==> src/rtl/phy_tseq_pkg.sv <==
package phy_tseq_pkg;

    localparam int NSTEPS    = 17;
    localparam int ROUND_DIV = 1000;

    typedef enum logic [2:0] {
        K_VCO, K_INDIV, K_FBLO, K_DIVEN, K_FBHI, K_TMG
    } step_kind_e;

    typedef enum logic [1:0] {
        EN_B7, EN_B6, EN_B5
    } en_pos_e;

    typedef struct packed {
        logic [9:0] ns;
        logic       ui;
        logic [4:0] add;
        en_pos_e    en;
    } tmg_t;

    typedef struct packed {
        step_kind_e kind;
        logic [7:0] code;
        tmg_t       tmg;
    } step_t;

    function automatic step_t mk(input step_kind_e k, input logic [7:0] c,
                                 input int ns, input logic ui, input int add,
                                 input en_pos_e en);
        step_t s;
        s.kind    = k;
        s.code    = c;
        s.tmg.ns  = 10'(ns);
        s.tmg.ui  = ui;
        s.tmg.add = 5'(add);
        s.tmg.en  = en;
        return s;
    endfunction

    function automatic step_t step_at(input logic [4:0] idx);
        case (idx)
            5'd0:  return mk(K_VCO,   8'h10,   0, 1'b0,  0, EN_B7);
            5'd1:  return mk(K_INDIV, 8'h17,   0, 1'b0,  0, EN_B7);
            5'd2:  return mk(K_FBLO,  8'h18,   0, 1'b0,  0, EN_B7);
            5'd3:  return mk(K_DIVEN, 8'h19,   0, 1'b0,  0, EN_B7);
            5'd4:  return mk(K_FBHI,  8'h18,   0, 1'b0,  0, EN_B7);
            5'd5:  return mk(K_DIVEN, 8'h19,   0, 1'b0,  0, EN_B7);
            5'd6:  return mk(K_TMG,   8'h60, 500, 1'b0,  0, EN_B7);
            5'd7:  return mk(K_TMG,   8'h61,  40, 1'b1,  0, EN_B7);
            5'd8:  return mk(K_TMG,   8'h62, 300, 1'b0,  0, EN_B6);
            5'd9:  return mk(K_TMG,   8'h63, 100, 1'b1,  0, EN_B7);
            5'd10: return mk(K_TMG,   8'h64, 100, 1'b0,  0, EN_B5);
            5'd11: return mk(K_TMG,   8'h65,  60, 1'b0,  7, EN_B5);
            5'd12: return mk(K_TMG,   8'h70, 500, 1'b0,  0, EN_B7);
            5'd13: return mk(K_TMG,   8'h71,  50, 1'b1, 20, EN_B7);
            5'd14: return mk(K_TMG,   8'h72, 140, 1'b0,  2, EN_B6);
            5'd15: return mk(K_TMG,   8'h73,  60, 1'b1,  8, EN_B7);
            default: return mk(K_TMG, 8'h74, 100, 1'b0,  0, EN_B5);
        endcase
    endfunction

endpackage

==> src/rtl/phy_tseq_conv.sv <==
module phy_tseq_conv
    import phy_tseq_pkg::*;
#(
    parameter int RATE_W = 11
) (
    input  logic [RATE_W-1:0] rate,
    input  tmg_t              tmg,
    output logic [7:0]        field
);
    localparam int PW = RATE_W + 12;

    logic [PW-1:0] prod, scaled, cyc, lim;
    logic [7:0]    flag;

    always_comb begin
        prod   = PW'(tmg.ns) * PW'(rate);
        scaled = tmg.ui ? prod : (prod >> 3);
        cyc    = (scaled + PW'(ROUND_DIV - 1)) / PW'(ROUND_DIV) + PW'(tmg.add);
        case (tmg.en)
            EN_B7:   begin flag = 8'h80; lim = PW'(127); end
            EN_B6:   begin flag = 8'h40; lim = PW'(63);  end
            default: begin flag = 8'h20; lim = PW'(31);  end
        endcase
        field = flag | ((cyc > lim) ? lim[7:0] : cyc[7:0]);
    end
endmodule

==> src/rtl/phy_tseq_port.sv <==
module phy_tseq_port (
    input  logic       run,
    input  logic [1:0] ph,
    input  logic [7:0] code,
    input  logic [7:0] data,
    output logic       tclk,
    output logic       ten,
    output logic [7:0] din
);
    always_comb begin
        if (!run) begin
            tclk = 1'b1; ten = 1'b0; din = 8'h00;
        end else begin
            case (ph)
                2'd0:    begin tclk = 1'b1; ten = 1'b1; din = code; end
                2'd1:    begin tclk = 1'b0; ten = 1'b1; din = code; end
                2'd2:    begin tclk = 1'b0; ten = 1'b0; din = data; end
                default: begin tclk = 1'b1; ten = 1'b0; din = data; end
            endcase
        end
    end
endmodule

==> src/rtl/phy_tseq.sv <==
module phy_tseq
    import phy_tseq_pkg::*;
#(
    parameter int RATE_W = 11,
    parameter int NDIV_W = 8,
    parameter int MDIV_W = 10
) (
    input  logic              clk,
    input  logic              rst,
    input  logic              start,
    input  logic [RATE_W-1:0] rate_mbps,
    input  logic [NDIV_W-1:0] in_div,
    input  logic [MDIV_W-1:0] fb_div,
    output logic              tst_clk,
    output logic              tst_en,
    output logic [7:0]        tst_din,
    output logic              done
);
    localparam int IDX_W = $clog2(NSTEPS);
    localparam logic [IDX_W-1:0] LAST = IDX_W'(NSTEPS - 1);

    logic              run_q;
    logic [IDX_W-1:0]  idx_q;
    logic [1:0]        ph_q;
    logic [RATE_W-1:0] rate_q;
    logic [NDIV_W-1:0] n_q;
    logic [MDIV_W-1:0] m_q;
    logic              final_beat;

    step_t             step;
    logic [7:0]        tmg_field, data;
    logic [RATE_W:0]   vsum, vq;
    logic [2:0]        vco;
    logic [MDIV_W-1:0] m1;

    assign final_beat = run_q && (idx_q == LAST) && (ph_q == 2'd3);

    always_ff @(posedge clk) begin
        if (rst) begin
            run_q  <= 1'b0;
            idx_q  <= '0;
            ph_q   <= '0;
            done   <= 1'b0;
            rate_q <= '0;
            n_q    <= '0;
            m_q    <= '0;
        end else begin
            done <= 1'b0;
            if (!run_q) begin
                if (start) begin
                    run_q  <= 1'b1;
                    idx_q  <= '0;
                    ph_q   <= '0;
                    rate_q <= rate_mbps;
                    n_q    <= in_div;
                    m_q    <= fb_div;
                end
            end else begin
                ph_q <= ph_q + 2'd1;
                if (final_beat) begin
                    run_q <= 1'b0;
                    done  <= 1'b1;
                end else if (ph_q == 2'd3) begin
                    idx_q <= idx_q + 1'b1;
                end
            end
        end
    end

    assign step = step_at(5'(idx_q));

    phy_tseq_conv #(.RATE_W(RATE_W)) u_conv (
        .rate  (rate_q),
        .tmg   (step.tmg),
        .field (tmg_field)
    );

    always_comb begin
        vsum = {1'b0, rate_q} + (RATE_W+1)'(100);
        vq   = vsum / (RATE_W+1)'(200);
        if ({1'b0, rate_q} < (RATE_W+1)'(200)) vco = 3'd0;
        else if (vq > (RATE_W+1)'(7))          vco = 3'd7;
        else                                   vco = vq[2:0];
        m1 = m_q - MDIV_W'(1);
        case (step.kind)
            K_VCO:   data = 8'h80 | {2'b00, vco, 3'b000};
            K_INDIV: data = {1'b0, 7'(n_q - NDIV_W'(1))};
            K_FBLO:  data = {3'b000, m1[4:0]};
            K_FBHI:  data = 8'h80 | {4'b0000, 4'(m1 >> 5)};
            K_DIVEN: data = 8'h30;
            default: data = tmg_field;
        endcase
    end

    phy_tseq_port u_port (
        .run  (run_q),
        .ph   (ph_q),
        .code (step.code),
        .data (data),
        .tclk (tst_clk),
        .ten  (tst_en),
        .din  (tst_din)
    );
endmodule

==> config.mk <==
export PLATFORM = sky130hd
export DESIGN_NAME = phy_tseq
export DESIGN_NICKNAME = d
export VERILOG_FILES = /design/src/rtl/phy_tseq_pkg.sv /design/src/rtl/phy_tseq_conv.sv /design/src/rtl/phy_tseq_port.sv /design/src/rtl/phy_tseq.sv
export SDC_FILE = /design/constraint.sdc
export NUM_CORES = 1
export LEC_CHECK = 0
export ABC_AREA = 1
export ABC_CLOCK_PERIOD_IN_PS = 37300
export BUFFER_PORTS_ARGS = -buffer_cell sky130_fd_sc_hd__buf_2
export CELL_PAD_IN_SITES_DETAIL_PLACEMENT = 2
export CELL_PAD_IN_SITES_GLOBAL_PLACEMENT = 2
export CORE_UTILIZATION = 38
export CTS_CLUSTER_DIAMETER = 80
export DETAILED_ROUTE_END_ITERATION = 16
export PLACE_DENSITY = 0.95
export REMOVE_ABC_BUFFERS = 1
export SLEW_MARGIN = 10
export SYNTH_ARGS = -nofsm -noshare
export SYNTH_HDL_FRONTEND = slang
export SYNTH_SLANG_ARGS = --single-unit
==> constraint.sdc <==
create_clock -name clk -period 37.3 [get_ports clk]
set_clock_uncertainty 0.05 [all_clocks]
set_input_delay 9.325 -clock clk [delete_from_list [all_inputs] [get_ports clk]]
set_output_delay 9.325 -clock clk [all_outputs]
set_load 0.01 [all_outputs]
# After elaboration in Yosys (flattened, before gate mapping)
# Memories as Yosys holds them, arrays and structs flattened. A register that Yosys moved wholly into a read port is not among the register bits.
# Index checks and enable logic that the tools add are counted.
[word_totals] memories=1 in_bits=32 mem_bits_ro=416 word_cells=71 output_inout_bits=11 regBits=36
[op_classes] div_mod_pow=2 magnitude_cmp=3 bitwise_logic=2 reduce_logical=11 n_addsub=7 n_mux=26 n_eq_ne=11 n_mul=1
[memory_table] memory="(no name shown)" depth=16 width=26 read_ports=1 rd_clocked_by_memory_dff=1 wr=0 line="phy_tseq_pkg.sv:41" source="case (idx)"
[op_table] op="one-hot mux 8 bit (5 select lines)" n=1
[op_table] op="two-way mux 29 bit" n=1
[op_table] op="two-way mux 8 bit" n=3
[op_table] op="adder 23 x 10 -> 23 bit, second input constant" n=1
[op_table] op="adder 23 x 5 -> 23 bit" n=1
[op_table] op="divider 23 x 10 -> 23 bit, second input constant" n=1
[op_table] op="greater-than comparator 23 x 7 -> 1 bit" n=1
[op_table] op="multiplier 10 x 11 -> 21 bit" n=1
[op_table] op="two-way mux 21 bit" n=1
[op_table] op="two-way mux 5 bit" n=4
[op_table] op="one-hot mux 8 bit (2 select lines)" n=1
[op_table] op="one-hot mux 7 bit (2 select lines)" n=1
[op_table] op="adder 11 x 7 -> 12 bit, second input constant" n=1
[op_table] op="divider 12 x 8 -> 12 bit, second input constant" n=1
[op_table] op="greater-than comparator 12 x 3 -> 1 bit, second input constant" n=1
[op_table] op="less-than comparator 11 x 8 -> 1 bit, second input constant" n=1
[op_table] op="subtractor 9 x 1 -> 9 bit, second input constant" n=1
[op_table] op="two-way mux 1 bit" n=8
[op_table] op="two-way mux 4 bit" n=2
[op_table] op="OR 8 bit" n=1
[op_table] op="subtractor 7 x 1 -> 7 bit, second input constant" n=1
[op_table] op="equality test 3 x 2 -> 1 bit, second input constant" n=2
[op_table] op="two-way mux 3 bit" n=2
[op_table] op="OR reduction 2 bit" n=3
[op_table] op="17 further kinds" n=22

# Logic depth before layout (Yosys ltp)
[depth] ltp_word=12 mapped_depth=116 depth_no_buf=114

# By module
# From an unflattened synthesis, not the netlist that was laid out.
[hier_totals] hier_cells=1945 area_unflattened_um2=11956.5
[by_module_without_submodules] module="phy_tseq_conv" n_inst=1 area_each_um2=8202.9 seq_area_each_um2=0.0 cells_each=1382
[by_module_without_submodules] module="phy_tseq" n_inst=1 area_each_um2=3532.1 seq_area_each_um2=1201.2 cells_each=513
[by_module_without_submodules] module="phy_tseq_port" n_inst=1 area_each_um2=221.5 seq_area_each_um2=0.0 cells_each=50

# Worst setup path after synthesis
# No wires, ideal clock.
[synth_timing] path_type="register to output" startpoint="register idx_q[4]" endpoint="output port tst_din[6]" path_buffers=2 slack_ns=14.837 t_required_ns=27.925 arrival_time_ns=13.088 path_stages_with_launch=105 path_cell_list="dfxtp_1 > buf_4 > buf_1 > nor2_1 > nor2_1 > fa_1 > inv_1 > fa_1 > inv_1 > fa_1 > inv_1 > fa_1 > inv_1 > ha_1 > ha_1 > nand2_1 > inv_1 > nand3_1 > (+69 left out) > nand3_1 > nand2_1 > nand2_1 > nand2_1 > nand2_1 > xor2_1 > inv_1 > ha_1 > nand4_1 > nor4_1 > o211ai_1 > nor4_1 > o21ai_0 > nor2_1 > inv_1 > o211ai_1 > nand2_1 > a21oi_1"
[synth_between] elab_chain_cells=12 word_cells_on_any_way=21 classes_between="add/sub: 2; mul: 1; div: 1; order compare: 1; eq/ne: 5; mux: 8; bitwise: 1; reduce/logical: 2"
[synth_rtl] element="start, declared" line="phy_tseq.sv:23" source="logic [IDX_W-1:0] idx_q;"
[synth_rtl] element="start signal, assigned" line="phy_tseq.sv:64" source="idx_q <= idx_q + 1'b1;"
[synth_rtl] element="two-way mux 29 bit *" line="phy_tseq_pkg.sv:41"
[synth_rtl] element="multiplier 10 x 11 -> 21 bit" line="phy_tseq_conv.sv:16" source="prod = PW'(tmg.ns) * PW'(rate);"
[synth_rtl] element="two-way mux 21 bit" line="phy_tseq_conv.sv:17" source="scaled = tmg.ui ? prod : (prod >> 3);"
[synth_rtl] element="adder 23 x 10 -> 23 bit" line="phy_tseq_conv.sv:18" source="cyc = (scaled + PW'(ROUND_DIV - 1)) / PW'(ROUND_DIV) + PW'(tmg.add);"
[synth_rtl] element="divider 23 x 10 -> 23 bit" line="phy_tseq_conv.sv:18"
[synth_rtl] element="adder 23 x 5 -> 23 bit" line="phy_tseq_conv.sv:18"
[synth_rtl] element="greater-than comparator 23 x 7 -> 1 bit" line="phy_tseq_conv.sv:24" source="field = flag | ((cyc > lim) ? lim[7:0] : cyc[7:0]);"
[synth_rtl] element="two-way mux 8 bit" line="phy_tseq_conv.sv:24"
[synth_rtl] element="OR 8 bit" line="phy_tseq_conv.sv:24"
[synth_rtl] element="one-hot mux 8 bit (5 select lines)" line="phy_tseq.sv:85" source="case (step.kind)"
[synth_rtl] element="two-way mux 8 bit *" line="phy_tseq_port.sv:14" source="case (ph)"
[synth_rtl] element="two-way mux 8 bit *" line="phy_tseq_port.sv:11" source="if (!run) begin"
[synth_rtl] element="end, declared" line="phy_tseq.sv:16" source="output logic [7:0] tst_din,"
# Every way passes the cells marked *; elsewhere a longest branch is shown, timed or not.

# Final worst setup path
[layout_timing] startpoint="register idx_q[4]" endpoint="output port tst_din[5]"
# The elaborated chain is that of the path after synthesis.

==> metrics.txt <==
status=finished clean; primary flip-flop cell chosen by synthesis mapping=dfxtp_1; Total GRT Usage=about two fifths; IO Pins=43; Sink Count=60; final instance area=between 0.01 and 0.015 mm2; Yosys cell types=56; 1st-pass router iterations=4; CTS tree=yes; Post-synth EDFFs=0; Iter 0 DRT Violations=between 700 and 800; count of final hold-check violations=0; Critical Path End Type=output pin; CP max stage delay=0.81 ns; setup ws final=8.08 ns; core area=0.0270 mm2; Cell Pwr Density=between 15 and 20 mW/mm2; Crit path arrival time=19.85 ns; placed wire-length estimate=37,100 um; share of layout cells above drive strength 1=11.4%; H-tree Lvls=3; cts repair resizes=0; TritonCTS Buffers=9; crit path max fanout=17; vias in the first global route=about 14,000; worst-case clock buffer depth=2; Die Y=168 um; P&R area growth vs syn=7.72%; Hold Crit Class=flip-flop to flip-flop; Netlist Area Pre-Place=approximately 0.010 mm2; die area=between 0.02 and 0.03 mm2; port bufs=40; ys async rst share=0%; yosys warns=0; final setup fails=0; P_leak=6.26 nW; via-per-instance ratio=5.90; Clock transition at path regs=0.07 ns; first-pass GRT wire length=between 80,000 and 90,000 um; Tmin final=29.22 ns; critical path launch point type=flip-flop; commonest non-fill, non-tap cells in the layout=nand2_1 (449), inv_1 (263), nor2_1 (178), nand3_1 (161), ha_1 (86); Post-DP Area=0.0110 mm2; pre-CTS setup slack=9.77 ns; total setup buffers inserted after CTS=0; # rows=60; commonest non-fill, non-tap cell in the layout=nand2_1; unrepaired setup endpoints after global routing=no; Initial Util=about two fifths; synthesized netlist cell count=1,710; switching share of power=36.0%; P_int=between 0.1 and 0.15 mW; die width=168 um; Tcrit/Tclk final=slightly below 80%; Fillers=3,413; Clk Latency, worst-skew pair=approximately 0.35 ns; final core utilization=41.8%; largest net degree at the start of global routing=53; antenna-violating nets left=0; Top cell by count, worst path=nand2_1; FF/Latch Area=0.00120 mm2; initial antenna violation count=0; Slew @ Worst Pin=around 0.99 ns; CP max stage cell=nor2_1; Final Max Slew Viols=0; Crit Path Category=flip-flop to output pin; GRT overflow=0; Multi-input gate area=0.00798 mm2; DRC viols=0; final wirelength=~53,000 um; RD Place Congestion=0.817; #FFs+latches synth=60; cts-stage hold buffer count=0; Area contributors post-synth=nand2_1 (16%), dfxtp_1 (11%), fa_1 (11%); nets=1,914; NetSw=0.0703 mW; largest area contributor in the netlist=nand2_1; ANT cells=0; Data required, critical path=~28 ns; Post-Layout Cell Count=2,085; placed cells=2,069; vias=~12,000; VDD IR max=0.0299 mV; Syn Area/Cell=6.11 um2; max cap viols=0; f_max=34.2 MHz; clock power share=43.1%; root buffer cell=clkbuf_16; Synth top area share=16.1%; post-synthesis sequential area ratio=11.5%; per-cell routed wire length=about 26 um; Fin Setup TNS=0 ns; Comb pwr share=20.3%; worst relative slew slack=33.4%; sequential share of power=about 37%
## per-stage QoR
stage / power (mW) / hold WS, ns
after floorplan: 0.0931 / 0.400
after global placement: 0.103 / 0.421
after detailed placement: 0.109 / 0.444
after CTS: 0.193 / 0.476
after global routing: 0.199 / 0.490
final: 0.195 / 0.487
## final timing paths
check / slack, ns / startpoint / end / depth (start not counted)
max: 8.08 / idx_q[4] / tst_din[5] / 98
min: 0.49 / m_q[1] / m_q[1] / 2
max reg2reg: 33.36 / idx_q[4] / flip-flop / 10
min reg2reg: 0.49 / m_q[1] / m_q[1] / 2
## layer usage
layer	wire length, um	track usage, %	part of all wire (%)	up-vias
met5	0	0	0	-
met1	21300	42.6	40	6232
met4	3000	21.2	5.6	0
li1	-	-	-	5480
met3	1780	4.02	3.4	183
met2	27100	70.3	51	409
## logic make-up after synthesis
logic type                 after synthesis  share of synthesized area [%]
and+or+nand+nor                        942                           41.2
buffers and inverters                  335                           12.2
AOI/OAI and AO/OA                      192                           10.7
adders and majority gates              143                           21.2
DFF                                     60                           11.5
xor gates and xnor gates                38                           3.18
## worst max-delay path: cells and delay by family (launching register included)
family          cells  cell delay (ns)
simple gates       68            11.01
fa+ha+maj           9             3.91
compound gates     10             2.29
buf+inv            10             1.23
flops               1             0.61
xor+xnor            1             0.40
## power by group through the flow
| stage | logic [mW] | clock network, mW | registers [mW] |
|---|---|---|---|
| final | 0.0395 | 0.0841 | 0.0715 |
| after global routing | 0.0421 | 0.0853 | 0.0717 |
| after CTS | 0.0388 | 0.0833 | 0.0714 |
| after detailed placement | 0.0362 | 0 | 0.0724 |
| after global placement | 0.0315 | 0 | 0.0716 |
| after floorplan | 0.0223 | 0 | 0.0708 |
## synth_stat cells (3+ instances only)
master	instances
o21bai_1	4
nand2_1	449
fa_1	57
nor2_1	178
o21ai_2	5
buf_1	3
a31oi_1	5
nand3b_1	6
nand3_2	16
inv_1	263
nor4_1	7
nand4_1	28
buf_4	3
nor2_4	6
or2_2	4
o31ai_1	9
a21oi_1	66
inv_2	41
nand2_2	36
nor2_2	16
xnor2_1	7
dfxtp_1	60
o21ai_1	18
and2_1	3
xor2_1	31
o22ai_1	4
ha_1	86
o21ai_0	57
clkbuf_1	16
clkinv_1	7
nand2_4	7
o211ai_1	5
nor3_1	16
nand3_1	161
## cell type report
| type | instances | share of cell area, % |
|---|---|---|
| multi-input combinational | 1315 | 70.9 |
| sequential | 60 | 10.7 |
| inverter | 312 | 10.4 |
| tap | 341 | 3.79 |
| clock buffer | 12 | 2.19 |
| timing repair buffer | 41 | 1.85 |
| clock inverter | 4 | 0.222 |
(Power assumes the default switching activity.)
